[config.mk]
export PLATFORM = sky130hd
export DESIGN_NAME = adcseq_top
export DESIGN_NICKNAME = d
export VERILOG_FILES = /design/src/rtl/adcseq_pkg.sv /design/src/rtl/adcseq_noise.sv /design/src/rtl/adcseq_fifo.sv /design/src/rtl/adcseq_regs.sv /design/src/rtl/adcseq_top.sv
export SDC_FILE = /design/constraint.sdc
export NUM_CORES = 1
export LEC_CHECK = 0
export ABC_CLOCK_PERIOD_IN_PS = 15800
export BUFFER_PORTS_ARGS = -buffer_cell sky130_fd_sc_hd__buf_2
export CORE_AREA = 2 2 100 150
export CTS_CLUSTER_DIAMETER = 80
export DETAILED_ROUTE_END_ITERATION = 12
export DIE_AREA = 0 0 102 152
export MAX_ROUTING_LAYER = met4
export PLACE_DENSITY = 0.85
export RECOVER_POWER = 50
export SKIP_LAST_GASP = 1
export SYNTH_ARGS = -nofsm -noshare
export SYNTH_HDL_FRONTEND = slang
export SYNTH_SLANG_ARGS = --single-unit
[constraint.sdc]
create_clock -name clk -period 15.8 [get_ports clk]
set_clock_uncertainty 0.05 [all_clocks]
set_input_delay 0 -clock clk [delete_from_list [all_inputs] [get_ports clk]]
set_output_delay 0 -clock clk [all_outputs]
set_load 0.03 [all_outputs]
[src/rtl/adcseq_pkg.sv]
package adcseq_pkg;

    localparam int ADDR_W     = 8;
    localparam int DATA_W     = 32;
    localparam int FIFO_DEPTH = 16;
    localparam int PTR_W      = $clog2(FIFO_DEPTH);
    localparam int NSEQ       = 4;

    // register offsets
    localparam logic [ADDR_W-1:0] OFS_ENABLE = 8'h00;
    localparam logic [ADDR_W-1:0] OFS_RAW    = 8'h04;
    localparam logic [ADDR_W-1:0] OFS_MASK   = 8'h08;
    localparam logic [ADDR_W-1:0] OFS_MASKED = 8'h0C; // read masked, write-1 clears raw
    localparam logic [2:0]        SEQ0_WIN   = 3'b010; // 0x40..0x5F
    localparam logic [4:0]        SQ_MUX     = 5'h00;
    localparam logic [4:0]        SQ_CTL     = 5'h04;
    localparam logic [4:0]        SQ_DATA    = 5'h08;
    localparam logic [4:0]        SQ_STAT    = 5'h0C;

    localparam logic [DATA_W-1:0] MUX_KEEP   = 32'h3333_3333;
    localparam logic [31:0]       LCG_MULT   = 32'd314159;
    localparam logic [31:0]       LCG_INC    = 32'd1;

    typedef enum logic [3:0] {
        SEL_NONE, SEL_ENABLE, SEL_RAW, SEL_MASK, SEL_MASKED,
        SEL_MUX, SEL_CTL, SEL_DATA, SEL_STAT
    } reg_sel_e;

    typedef struct packed {
        logic             full;
        logic             empty;
        logic [PTR_W-1:0] head;
        logic [PTR_W-1:0] tail;
    } fifo_stat_t;

    function automatic reg_sel_e decode_addr(input logic [ADDR_W-1:0] a);
        reg_sel_e s;
        s = SEL_NONE;
        if (a[7:5] == SEQ0_WIN) begin
            unique case (a[4:0])
                SQ_MUX:  s = SEL_MUX;
                SQ_CTL:  s = SEL_CTL;
                SQ_DATA: s = SEL_DATA;
                SQ_STAT: s = SEL_STAT;
                default: s = SEL_NONE;
            endcase
        end else begin
            unique case (a)
                OFS_ENABLE: s = SEL_ENABLE;
                OFS_RAW:    s = SEL_RAW;
                OFS_MASK:   s = SEL_MASK;
                OFS_MASKED: s = SEL_MASKED;
                default:    s = SEL_NONE;
            endcase
        end
        return s;
    endfunction

    // full at bit 12, empty at bit 8, write pointer 7:4, read pointer 3:0
    function automatic logic [DATA_W-1:0] pack_status(input fifo_stat_t st);
        logic [DATA_W-1:0] w;
        w        = '0;
        w[12]    = st.full;
        w[8]     = st.empty;
        w[7:4]   = st.head;
        w[3:0]   = st.tail;
        return w;
    endfunction

endpackage

[src/rtl/adcseq_noise.sv]
module adcseq_noise
    import adcseq_pkg::*;
#(
    parameter logic [31:0] SEED     = 32'd0,
    parameter int          SAMPLE_W = 10
) (
    input  logic                clk,
    input  logic                rst,
    input  logic                step,
    output logic [SAMPLE_W-1:0] sample
);
    localparam logic [SAMPLE_W-1:0] BASE = SAMPLE_W'(10'h200);

    logic [31:0] state_q;
    logic [31:0] state_nxt;

    always_comb begin
        state_nxt = state_q * LCG_MULT + LCG_INC;
        sample    = BASE + SAMPLE_W'(state_nxt[18:16]);
    end

    always_ff @(posedge clk) begin
        if (rst)       state_q <= SEED;
        else if (step) state_q <= state_nxt;
    end
endmodule

[src/rtl/adcseq_fifo.sv]
module adcseq_fifo
    import adcseq_pkg::*;
#(
    parameter int WIDTH = 10
) (
    input  logic             clk,
    input  logic             rst,
    input  logic             push,
    input  logic [WIDTH-1:0] wdat,
    input  logic             pop,
    output logic [WIDTH-1:0] rdat,
    output fifo_stat_t       stat
);
    logic [WIDTH-1:0] mem [FIFO_DEPTH];
    logic [PTR_W-1:0] head_q, tail_q;
    logic             full_q;
    logic             empty;
    logic             push_ok, pop_ok;
    logic [PTR_W-1:0] head_inc, tail_inc;

    always_comb begin
        empty    = (head_q == tail_q) && !full_q;
        push_ok  = push && !full_q;
        pop_ok   = pop && !empty;
        head_inc = head_q + 1'b1;
        tail_inc = tail_q + 1'b1;
        rdat     = empty ? '0 : mem[tail_q];
        stat     = '{full: full_q, empty: empty, head: head_q, tail: tail_q};
    end

    always_ff @(posedge clk) begin
        if (push_ok) mem[head_q] <= wdat;
    end

    always_ff @(posedge clk) begin
        if (rst) begin
            head_q <= '0;
            tail_q <= '0;
            full_q <= 1'b0;
        end else begin
            if (push_ok) head_q <= head_inc;
            if (pop_ok)  tail_q <= tail_inc;
            if (push_ok && !pop_ok)      full_q <= (head_inc == tail_q);
            else if (pop_ok && !push_ok) full_q <= 1'b0;
        end
    end
endmodule

[src/rtl/adcseq_regs.sv]
module adcseq_regs
    import adcseq_pkg::*;
#(
    parameter int SAMPLE_W = 10
) (
    input  logic                clk,
    input  logic                rst,
    input  logic                wr,
    input  logic                rd,
    input  logic [ADDR_W-1:0]   addr,
    input  logic [DATA_W-1:0]   wdata,
    input  logic [SAMPLE_W-1:0] fifo_rdat,
    input  fifo_stat_t          fifo_stat,
    input  logic                sample_evt,
    output logic                run0,
    output logic                raw0,
    output logic                mask0,
    output logic                pop,
    output logic [DATA_W-1:0]   rdata,
    output logic                irq
);
    reg_sel_e          sel;
    logic [NSEQ-1:0]   enable_q, raw_q, mask_q, raw_nxt, evt_vec;
    logic [NSEQ-1:0]   ctl_q;
    logic [DATA_W-1:0] mux_q;
    logic [DATA_W-1:0] rd_mux;

    // only sequencer 0 produces events; others tie off
    for (genvar g = 0; g < NSEQ; g++) begin : g_evt
        if (g == 0) begin : g_live
            assign evt_vec[g] = sample_evt;
        end else begin : g_tie
            assign evt_vec[g] = 1'b0;
        end
    end

    always_comb begin
        sel     = decode_addr(addr);
        pop     = rd && (sel == SEL_DATA);
        raw_nxt = raw_q;
        if (wr && sel == SEL_MASKED) raw_nxt = raw_nxt & ~wdata[NSEQ-1:0];
        raw_nxt = raw_nxt | evt_vec;
        unique case (sel)
            SEL_ENABLE: rd_mux = DATA_W'(enable_q);
            SEL_RAW:    rd_mux = DATA_W'(raw_q);
            SEL_MASK:   rd_mux = DATA_W'(mask_q);
            SEL_MASKED: rd_mux = DATA_W'(raw_q & mask_q);
            SEL_MUX:    rd_mux = mux_q;
            SEL_CTL:    rd_mux = DATA_W'(ctl_q);
            SEL_DATA:   rd_mux = DATA_W'(fifo_rdat);
            SEL_STAT:   rd_mux = pack_status(fifo_stat);
            default:    rd_mux = '0;
        endcase
        irq   = |(raw_q & mask_q);
        run0  = enable_q[0];
        raw0  = raw_q[0];
        mask0 = mask_q[0];
    end

    always_ff @(posedge clk) begin
        if (rst) begin
            enable_q <= '0;
            raw_q    <= '0;
            mask_q   <= '0;
            ctl_q    <= '0;
            mux_q    <= '0;
            rdata    <= '0;
        end else begin
            raw_q <= raw_nxt;
            if (wr) begin
                unique case (sel)
                    SEL_ENABLE: enable_q <= wdata[NSEQ-1:0];
                    SEL_MASK:   mask_q   <= wdata[NSEQ-1:0];
                    SEL_MUX:    mux_q    <= wdata & MUX_KEEP;
                    SEL_CTL:    ctl_q    <= wdata[NSEQ-1:0];
                    default:    ;
                endcase
            end
            if (rd) rdata <= rd_mux;
        end
    end
endmodule

[src/rtl/adcseq_top.sv]
module adcseq_top
    import adcseq_pkg::*;
#(
    parameter int          SAMPLE_W   = 10,
    parameter logic [31:0] NOISE_SEED = 32'd0
) (
    input  logic        clk,
    input  logic        rst,
    input  logic        trig,
    input  logic        reg_wr,
    input  logic        reg_rd,
    input  logic [7:0]  reg_addr,
    input  logic [31:0] reg_wdata,
    output logic [31:0] reg_rdata,
    output logic        irq
);
    logic                run0, raw0, mask0, fifo_pop, accept;
    logic [SAMPLE_W-1:0] sample, fifo_rdat;
    fifo_stat_t          fstat;
    logic [PTR_W-1:0]    head_w, tail_w;
    logic                full_w;

    assign accept = trig && run0;
    assign head_w = fstat.head;
    assign tail_w = fstat.tail;
    assign full_w = fstat.full;

    adcseq_noise #(.SEED(NOISE_SEED), .SAMPLE_W(SAMPLE_W)) u_noise (
        .clk(clk), .rst(rst), .step(accept), .sample(sample)
    );

    adcseq_fifo #(.WIDTH(SAMPLE_W)) u_fifo (
        .clk(clk), .rst(rst), .push(accept), .wdat(sample),
        .pop(fifo_pop), .rdat(fifo_rdat), .stat(fstat)
    );

    adcseq_regs #(.SAMPLE_W(SAMPLE_W)) u_regs (
        .clk(clk), .rst(rst), .wr(reg_wr), .rd(reg_rd), .addr(reg_addr),
        .wdata(reg_wdata), .fifo_rdat(fifo_rdat), .fifo_stat(fstat),
        .sample_evt(accept), .run0(run0), .raw0(raw0), .mask0(mask0),
        .pop(fifo_pop), .rdata(reg_rdata), .irq(irq)
    );
endmodule

==> results.yml, run 1 <==
floorplan:
  die-area_sq_mm: 0.0155
  initial_core_util_pct: 63.5
  die_w_um: 102
  io_pins: 78
  core_sq_mm: 0.0143
  fp.dieH_um: 152
  rows: 54
cts:
  cts_htree_levels: 4
  cts-root-buf: "clkbuf_16"
  numCtsBuffers: 17
  cts_tree: "built"
  cts.path.max_buffers: 2
  path_clk_slew_ns: 0.06
  postCtsHoldBufs: 20
  clock_latency_ns: 0.42
  postCtsSetupBuffers: 0
  ctsResizeCount: 0
  cts_sinks: 132
global_route:
  busiest_layer: "met2"
  grt_pass1_wl_um: 33300
  grt_util_all_layers_pct: 28.4
  grt_use_met3_pct: 4.14
  use_met2_pct: 50.8
  antenna_found_initial: 0
  grt_util_met1_pct: 30.4
  grt_overflow_total: 0
  first_global_vias: 6882
  grt_start_max_net_pins: 86
setup_path:
  critPathRequiredTime_ns: 15.78
  crit_top_cell: "inv_1"
  cpPeakStageDelay_ns: 0.99
  critPathTopFamily: "adder cells"
  start_kind: "register"
  crit_chain: "inv_1, fa_1, inv_1, ha_1, inv_1, fa_1, inv_1, fa_1, inv_1, fa_1, fa_1, inv_1, ha_1, a21o_1, a21o_1, a21oi_1, a32oi_1, xor2_1"
  path_buf_inv: 6
  crit_path_max_fanout: 17
  setup.worst_path.class: "register to register"
  critPathCaptureType: "register"
  crit_arrival_ns: 6.30
  slowest_stage: "xor2_1"
logic_synthesis:
  syn_inst: 919
  synth_compound_area_share_pct: 8.93
  synth_edf_count: 48
  synth_seq_area_share_pct: 34.4
  ys_seq_elements: 132
  yosysWarningCount: 0
  synthMuxAreaShare_pct: 4.93
  synth_xor_area_share_pct: 4.49
  syn_avg_cell_area_sq_um: 9.89
  async_reset_ff_share_pct: 0
  synthAdderAreaFrac_pct: 26.5
  netlist_area_sq_mm: 0.00909
  synth-simple-area-share_pct: 11.2
  synth_ff_type: "dfxtp_1"
  synth_top_family_by_area: "adder cells"
  yosysUniqueCellTypes: 55
sta:
  max_freq_ghz: 0.158
  setup_viol: 0
  drv_slew: 18
  min_period_ns: 6.32
  relSlewSlack_pct: -24.0
  rsz0062_at_grt: "false"
  tns_ns: 0
  worst_slew_pin_slew_ns: 1.85
  finalCritPeriodShare_pct: 40.0
  hold_viol: 0
detailed_routing:
  detail-route-antenna-nets: 0
  avgViaCountPerCell: 5.54
  route.detailed.drc: 0
  first_iter_violations: 293
  drtPass1Iterations: 5
  vias: 6596
  drt_wl_total_um: 20300
  wl_per_cell_um: 17.0
cells_and_area:
  final_nets: 1179
  regArea_sq_mm: 0.00312
  multi_input_area_sq_mm: 0.00511
  nFillCells: 1021
  final_area_sq_mm: 0.0102
  layout_common_cells: "inv_1 (172), ha_1 (87), nand2_1 (85)"
  n_antenna_cell: 0
  final_common_cell: "inv_1"
  drive_above_1_share_pct: 8.85
  area_growth_syn_to_layout_pct: 12.2
status:
  violations: "max-capacitance violations, max-slew violations"
  status: "finished with violations"
power:
  peakVddDrop_uv: 103
  power_density_mw_per_mm2: 76.9
  leakage_nw: 4.60
flow_run:
  cap_viol_max_count: 1
place:
  placed_area_sq_mm: 0.00944
  io_buffers: 51
  gp_congestion: 0.922
  dp_hpwl_um: 14800
hold_path:
  hp-class: "primary input to register"
-- routing by layer --
metal,vias to the layer above,wire (um)
met5,-,0
met4,0,927
met3,60,703
met2,197,11400
met1,3207,7230
li1,3132,-
-- synth_stat cells, types with 11 or more instances --
cell type / n / area, sq um
a21oi_1: 62 / 310
buf_4: 14 / 105
clkbuf_1: 21 / 78.8
dfxtp_1: 84 / 1680
edfxtp_1: 48 / 1440
fa_1: 66 / 1320
ha_1: 87 / 1090
inv_1: 172 / 646
mux2i_1: 11 / 110
mux4_2: 15 / 338
nand2_1: 85 / 319
nand2b_1: 16 / 100
nand3_1: 23 / 115
nor2_1: 50 / 188
nor3_1: 13 / 65.1
o21ai_0: 17 / 85.1
xnor2_1: 31 / 272
xor2_1: 13 / 114
-- sequential cells by signal (all words and copies together), names as in the netlist, named ones only --
| name | count |
|---|---|
| u_regs.enable_q | 4 |
| u_fifo.full_q | 1 |
| u_regs.ctl_q | 4 |
| u_regs.mux_q | 16 |
| u_fifo.head_q | 4 |
| u_fifo.tail_q | 4 |
| u_regs.rdata | 20 |
| u_regs.mask_q | 4 |
| u_noise.state_q | 19 |
| u_regs.raw_q | 4 |
| u_fifo.mem | 48 |
-- through the flow --
| step | util [%] | total power, mW | std cells | hold slack [ns] | setup WS, ns |
|---|---|---|---|---|---|
| floorplan | - | 0.376 | 930 | 0.0370 | 10.45 |
| global placement | 65.9 | 0.382 | 1138 | 0.188 | 9.68 |
| detailed placement | 65.9 | 0.382 | 1138 | 0.192 | 9.51 |
| CTS | 71.7 | 0.787 | 1190 | 0.0607 | 9.47 |
| global route | 71.2 | 0.801 | 1190 | 0.0847 | 9.18 |
| finish | 71.2 | 0.784 | 1190 | 0.0482 | 9.48 |
-- final cells by class --
class	count	area share, %
timing repair buffer	75	4.46
inverter	172	6.33
multi-input combinational	583	50.1
tap	196	2.40
clock inverter	12	1.29
sequential	132	30.6
clock buffer	20	4.80
-- where the power goes --
part / total (mW) / switching [mW] / internal, mW
sequential: 0.351 / 0.000557 / 0.351
clock: 0.406 / 0.160 / 0.245
combinational: 0.0272 / 0.0182 / 0.00892
-- cell families (layout without fill, tap and decap cells) --
logic type / Yosys count / count (layout)
AOI/OAI and AO/OA: 133 / 133
xor gates and xnor gates: 45 / 45
adders and majority gates: 153 / 153
buffers and inverters: 215 / 279
DFF: 132 / 132
muxes: 26 / 26
other: 1 / 12
and+or+nand+nor: 214 / 214
-- worst paths after layout --
kind / to / cells past startpoint / startpoint / slack, ns
max: u_fifo.mem[14][1] / 18 / u_noise.state_q[9] / 9.48
min reg2reg: u_regs.mux_q[29] / 2 / u_regs.mux_q[29] / 0.41
max reg2reg: u_fifo.mem[14][1] / 18 / u_noise.state_q[9] / 9.48
min: u_regs.rdata[0] / 5 / reg_addr[6] / 0.05
-- tightest hold or removal path, delay by kind of cell --
| kind | cells | cell delay (ns) |
|---|---|---|
| AO/OA/AOI/OAI | 1 | 0.09 |
| buffers and inverters | 1 | 0.16 |
| AND/OR/NAND/NOR | 3 | 0.22 |
No activity file was read; power rests on OpenSTA's default activity.
==> inputs of run 2 (changes only) <==
--- a/config.mk
+++ b/config.mk
@@ -5,14 +5,14 @@
 export SDC_FILE = /design/constraint.sdc
 export NUM_CORES = 1
 export LEC_CHECK = 0
-export ABC_CLOCK_PERIOD_IN_PS = 15800
+export ABC_CLOCK_PERIOD_IN_PS = 5100
 export BUFFER_PORTS_ARGS = -buffer_cell sky130_fd_sc_hd__buf_2
-export CORE_AREA = 2 2 100 150
+export CORE_AREA = 2 2 108 163
 export CTS_CLUSTER_DIAMETER = 80
 export DETAILED_ROUTE_END_ITERATION = 12
-export DIE_AREA = 0 0 102 152
+export DIE_AREA = 0 0 110 165
 export MAX_ROUTING_LAYER = met4
-export PLACE_DENSITY = 0.85
+export PLACE_DENSITY = 0.76
 export RECOVER_POWER = 50
 export SKIP_LAST_GASP = 1
 export SYNTH_ARGS = -nofsm -noshare
==> constraint.sdc (replaced) <==
create_clock -name clk -period 5.1 [get_ports clk]
set_clock_uncertainty 0.05 [all_clocks]
set_input_delay 0 -clock clk [delete_from_list [all_inputs] [get_ports clk]]
set_output_delay 0 -clock clk [all_outputs]
set_load 0.03 [all_outputs]
==> run 2 against run 1 <==
Against the previous run: the run ends with max-capacitance violations, max-slew violations, negative setup slack left; sequential share of layout area decreased by 2.2 points; setup slack got worse by 9.5 ns; core utilization fell by 4.9 points; sequential power increased to 3.1 times the previous value; critical path depth rose by 2; first-iteration DRC count is 31% higher; worst hold slack lost 0.0079 ns; register-to-register slack worse by 9.5 ns; total power rose to 3.1 times the previous value; via count rose by 4.4%; critical path type unchanged; largest cell class unchanged; largest power group unchanged; highest routed layer unchanged.
==> results.yml, run 2 (synthesis results as in run 1) <==
setup_path:
  crit_arrival_ns: 5.46
  reg2reg_to: "u_noise.state_q[18]"
  setup.worst_path.class: "register to register"
  rr_worst_depth: 20
  critPathRequiredTime_ns: 5.40
  critPathCaptureType: "register"
  regToRegSetupSlack_ns: -0.06
  worstReg2RegStart: "u_noise.state_q[13]"
  start_kind: "register"
  crit_path_max_fanout: 4
status:
  status: "finished with violations"
  violations: "max-capacitance violations, max-slew violations, negative setup slack"
cts:
  cts_tree: "built"
  cts-root-buf: "clkbuf_16"
  cts_htree_levels: 4
  clock_latency_ns: 0.43
  cts.path.max_buffers: 2
  path_clk_slew_ns: 0.07
  numCtsBuffers: 17
  cts_sinks: 132
cells_and_area:
  nFillCells: 1249
  layout_common_cells: "inv_1 (167), nand2_1 (85), ha_1 (83)"
  final_area_sq_mm: 0.0110
  area_growth_syn_to_layout_pct: 21.2
  drive_above_1_share_pct: 17.9
  largest_register_ffs: 48
  top_register: "u_fifo.mem"
  final_nets: 1255
  reg_top3: "u_fifo.mem x48, u_regs.rdata x20, u_noise.state_q x19"
  n_antenna_cell: 0
  final_common_cell: "inv_1"
  fin_util_pct: 66.3
floorplan:
  rows: 58
  die_w_um: 110
  core_sq_mm: 0.0166
  fp.dieH_um: 165
  initial_core_util_pct: 54.7
  io_pins: 78
  die-area_sq_mm: 0.0182
hold_path:
  min_from: "reg_addr[6]"
  holdPathStages: 5
  hp-class: "primary input to register"
  hold_end: "u_regs.rdata[0]"
sta:
  rsz0062_at_grt: "true"
  min_period_ns: 5.16
  worst_slew_pin_slew_ns: 1.87
  tns_ns: -0.263
  max_freq_ghz: 0.194
  drv_slew: 18
  fin_ws_ns: -0.0605
  finalCritPeriodShare_pct: 101
  hold_viol: 0
  setup_viol: 16
  relSlewSlack_pct: -25.6
detailed_routing:
  vias: 6888
  route.detailed.drc: 0
  detail-route-antenna-nets: 0
  first_iter_violations: 385
  drtPass1Iterations: 5
  drt_wl_total_um: 22200
  wl_per_cell_um: 17.4
  avgViaCountPerCell: 5.38
global_route:
  grt_pass1_wl_um: 36200
  antenna_found_initial: 0
  grt_start_max_net_pins: 62
  first_global_vias: 7145
  grt_util_all_layers_pct: 27.2
  grt_overflow_total: 0
place:
  gp_congestion: 0.946
  dp_hpwl_um: 16200
  post-place-ws_ns: -0.274
  placed_area_sq_mm: 0.0101
  io_buffers: 51
power:
  finalPower_mw: 2.42
  power_density_mw_per_mm2: 219
  leakage_nw: 5.04
  peakVddDrop_uv: 213
flow_run:
  cap_viol_max_count: 1
==> run 2: worst max-delay path, stage by stage, from the launching register on <==
cell     delay [ns]
dfxtp_2        0.36
inv_1          0.08
fa_1           0.53
inv_1          0.04
ha_1           0.26
inv_1          0.05
fa_1           0.50
inv_1          0.05
fa_1           0.46
fa_1           0.49
inv_1          0.06
fa_1           0.54
inv_1          0.08
ha_4           0.25
a21o_1         0.18
a21o_1         0.22
a31oi_1        0.20
a21oi_2        0.08
xnor2_2        0.25
nand2_1        0.14
a21oi_2        0.21
==> run 2: how the worst max path moves through the flow <==
stage,endpoint,cells past startpoint,startpoint
floorplan,u_noise.state_q[18],20,u_noise.state_q[14]
global placement,u_fifo.mem[14][1],18,u_noise.state_q[10]
detailed placement,u_fifo.mem[14][1],17,u_noise.state_q[10]
CTS,u_fifo.mem[8][0],22,u_noise.state_q[9]
global route,u_noise.state_q[18],17,u_noise.state_q[8]
finish,u_noise.state_q[18],20,u_noise.state_q[13]
==> run 2: through the flow <==
step | std cells | hold slack, ns
2_1_floorplan | 930 | 0.0370
3_3_place_gp | 1222 | 0.186
3_5_place_dp | 1222 | 0.183
4_1_cts | 1278 | 0.0471
5_1_grt | 1280 | 0.0498
6_report | 1280 | 0.0403
==> run 2: layer usage <==
layer | up-vias | global-route usage (%) | part of all wire [%]
met5 | - | - | 0
met4 | 0 | 13.3 | 4.3
met3 | 61 | 4.10 | 3.7
met2 | 214 | 49.2 | 57
met1 | 3344 | 28.2 | 35
li1 | 3269 | - | -
==> run 2: area by class of cell <==
cell class              instances  area [sq um]  share of cell area (%)
flip-flops and latches        132          3130                    28.4
well taps                     210           263                    2.39
repair buffers                151          1100                    10.0
multi-input cells             583          5280                    47.9
clock buffers                  18           450                    4.09
inverters                     172           648                    5.88
clock inverters                14           148                    1.34
==> run 2: power breakdown <==
part / internal, mW / switching (mW) / leakage [nW]
Sequential: 1.09 / 0.00182 / 1.12
Combinational: 0.0282 / 0.0562 / 3.62
Clock: 0.684 / 0.559 / 0.295
==> run 2: repair_timing <==
item,CTS,global route
setup buffers,3,3
pin swaps,6,12
hold buffers,21,0
endpoints found under the setup margin,53,54
endpoints found under the hold margin,35,0
gates resized for setup,17,13
gates cloned,0,1
==> inputs of run 3 (changes only) <==
--- a/config.mk
+++ b/config.mk
@@ -13,7 +13,7 @@
 export DIE_AREA = 0 0 110 165
 export MAX_ROUTING_LAYER = met4
 export PLACE_DENSITY = 0.76
-export RECOVER_POWER = 50
+export RECOVER_POWER = 25
 export SKIP_LAST_GASP = 1
 export SYNTH_ARGS = -nofsm -noshare
 export SYNTH_HDL_FRONTEND = slang
==> run 3 against run 2 <==
Against the previous run: the run still ends with max-capacitance violations, max-slew violations, negative setup slack left; largest cell class unchanged; final area about the same; clock-buffer cell count unchanged; setup slack improved by 0.018 ns; routed wire length about the same; total power hardly changed; final cell count unchanged; sequential power about the same; global-route usage unchanged; via count is essentially flat; first-iteration DRC count shrank 3.4%.
==> results.yml, run 3 (synthesis results as in run 1) <==
sta:
  holdWs_ns: 0.0419
  finalCritPeriodShare_pct: 101
  drv_slew: 18
  max_freq_ghz: 0.194
  worst_slew_pin_slew_ns: 1.87
  fin_ws_ns: -0.0422
  relSlewSlack_pct: -25.7
  rsz0062_at_grt: "true"
  min_period_ns: 5.14
  hold_viol: 0
  setup_viol: 16
global_route:
  grt_pass1_wl_um: 36200
  first_global_vias: 7145
  antenna_found_initial: 0
  grt_overflow_total: 0
  grt_util_all_layers_pct: 27.2
  grt_start_max_net_pins: 62
detailed_routing:
  first_iter_violations: 372
  route.detailed.drc: 0
  wl_per_cell_um: 17.4
  wl_met1_um: 7900
  drtPass1Iterations: 5
  vias: 6883
  wl_met3_um: 835
  avgViaCountPerCell: 5.38
  detail-route-antenna-nets: 0
  topRoutingLayerUsed: "met4"
  route.met2.wl_um: 12600
  drt_wl_total_um: 22200
floorplan:
  core_sq_mm: 0.0166
  die_w_um: 110
  fp.dieH_um: 165
  initial_core_util_pct: 54.7
  rows: 58
  die-area_sq_mm: 0.0182
  io_pins: 78
cts:
  cts_tree: "built"
  cts-root-buf: "clkbuf_16"
  clock_latency_ns: 0.42
  cts.path.max_buffers: 2
  numCtsBuffers: 17
  path_clk_slew_ns: 0.07
  cts_sinks: 132
  cts_htree_levels: 4
setup_path:
  crit_top_cell: "inv_1"
  reg2reg_to: "u_noise.state_q[18]"
  worstReg2RegStart: "u_noise.state_q[13]"
  setup.worst_path.start: "u_noise.state_q[13]"
  cpPeakStageDelay_ns: 0.54
  rr_worst_depth: 20
  endpoint: "u_noise.state_q[18]"
  critPathRequiredTime_ns: 5.40
  critPathTopFamily: "adder cells"
  critPathCaptureType: "register"
  crit_chain: "inv_1, fa_1, inv_1, ha_1, inv_1, fa_1, inv_1, fa_1, fa_1, inv_1, fa_1, inv_1, ha_4, a21o_1, a21o_1, a31oi_1, a21oi_2, xnor2_2, nand2_1, a21oi_2"
  start_kind: "register"
  setup.worst_path.class: "register to register"
  crit_arrival_ns: 5.44
  crit_path_max_fanout: 4
  path_buf_inv: 6
  regToRegSetupSlack_ns: -0.04
  cp.depth: 20
  slowest_stage: "fa_1"
cells_and_area:
  n_antenna_cell: 0
  largest_register_ffs: 48
  final_common_cell: "inv_1"
  nFillCells: 1247
  top_register: "u_fifo.mem"
  fin_util_pct: 66.3
  layout_common_cells: "inv_1 (167), nand2_1 (85), ha_1 (83)"
  reg_top3: "u_fifo.mem x48, u_regs.rdata x20, u_noise.state_q x19"
  final_nets: 1255
  area_growth_syn_to_layout_pct: 21.3
  drive_above_1_share_pct: 18.1
power:
  power_density_mw_per_mm2: 219
  peakVddDrop_uv: 213
  leakage_nw: 5.05
flow_run:
  cap_viol_max_count: 1
status:
  status: "finished with violations"
  violations: "max-capacitance violations, max-slew violations, negative setup slack"
place:
  io_buffers: 51
  gp_congestion: 0.946
  dp_hpwl_um: 16200
  post-place-ws_ns: -0.274
hold_path:
  hp-class: "primary input to register"
## run 3: cell count changes in the layout (fill, tap and decap cells not counted)
cell / before / now
and2_0: 1 / 0
nor3_1: 13 / 12
buf_2: 29 / 30
nor3_2: 3 / 4
clkbuf_1: 22 / 21
and2_1: 1 / 2
## run 3: power breakdown
part | switching (mW) | internal [mW]
Sequential | 0.00182 | 1.09
Clock | 0.560 | 0.684
Combinational | 0.0565 | 0.0282
## run 3: stage by stage
step	cell area (sq um)	cells	power (mW)	TNS, ns
finish	11000	1280	2.42	-0.242
global route	11000	1280	2.47	-8.39
CTS	11000	1278	2.42	-1.05
detailed placement	10100	1222	1.18	-9.70
global placement	10100	1222	1.18	-4.49
floorplan	9170	930	1.17	0
## run 3: repair_timing
item,in CTS,in global routing
resized for setup,17,13
hold buffers,21,0
pin swaps,6,12
endpoints found under the hold margin,35,0
gates cloned,0,1
endpoints found under the setup margin,53,54
setup buffers,3,3
## run 3: worst min path at each step
stage	startpoint	to	slack (ns)	cells after the start
CTS	reg_addr[6]	u_regs.rdata[0]	0.05	5
detailed placement	reg_wdata[2]	u_regs.raw_q[2]	0.18	2
finish	reg_addr[6]	u_regs.rdata[0]	0.04	5
floorplan	reg_wdata[2]	u_regs.raw_q[2]	0.04	1
global route	reg_addr[6]	u_regs.rdata[0]	0.05	5
global placement	reg_wdata[2]	u_regs.raw_q[2]	0.19	2
## run 3: tightest hold or removal path: stages
cell      delay [ns]
buf_2           0.16
nand2_4         0.10
nor3_1          0.07
nand2_1         0.06
a311oi_1        0.07
## run 3: layout make-up
class | count | area [sq um] | area share (%)
multi-input cells | 583 | 5280 | 47.9
flip-flops and latches | 132 | 3130 | 28.4
repair buffers | 151 | 1100 | 10.0
inverters | 172 | 648 | 5.88
clock buffers | 18 | 450 | 4.09
well taps | 210 | 263 | 2.38
clock inverters | 14 | 148 | 1.34
## run 3: per-layer routing
layer | vias to the layer above | track usage [%]
met4 | 0 | 13.3
met5 | - | -
met1 | 3339 | 28.2
met2 | 214 | 49.2
met3 | 59 | 4.10
li1 | 3271 | -
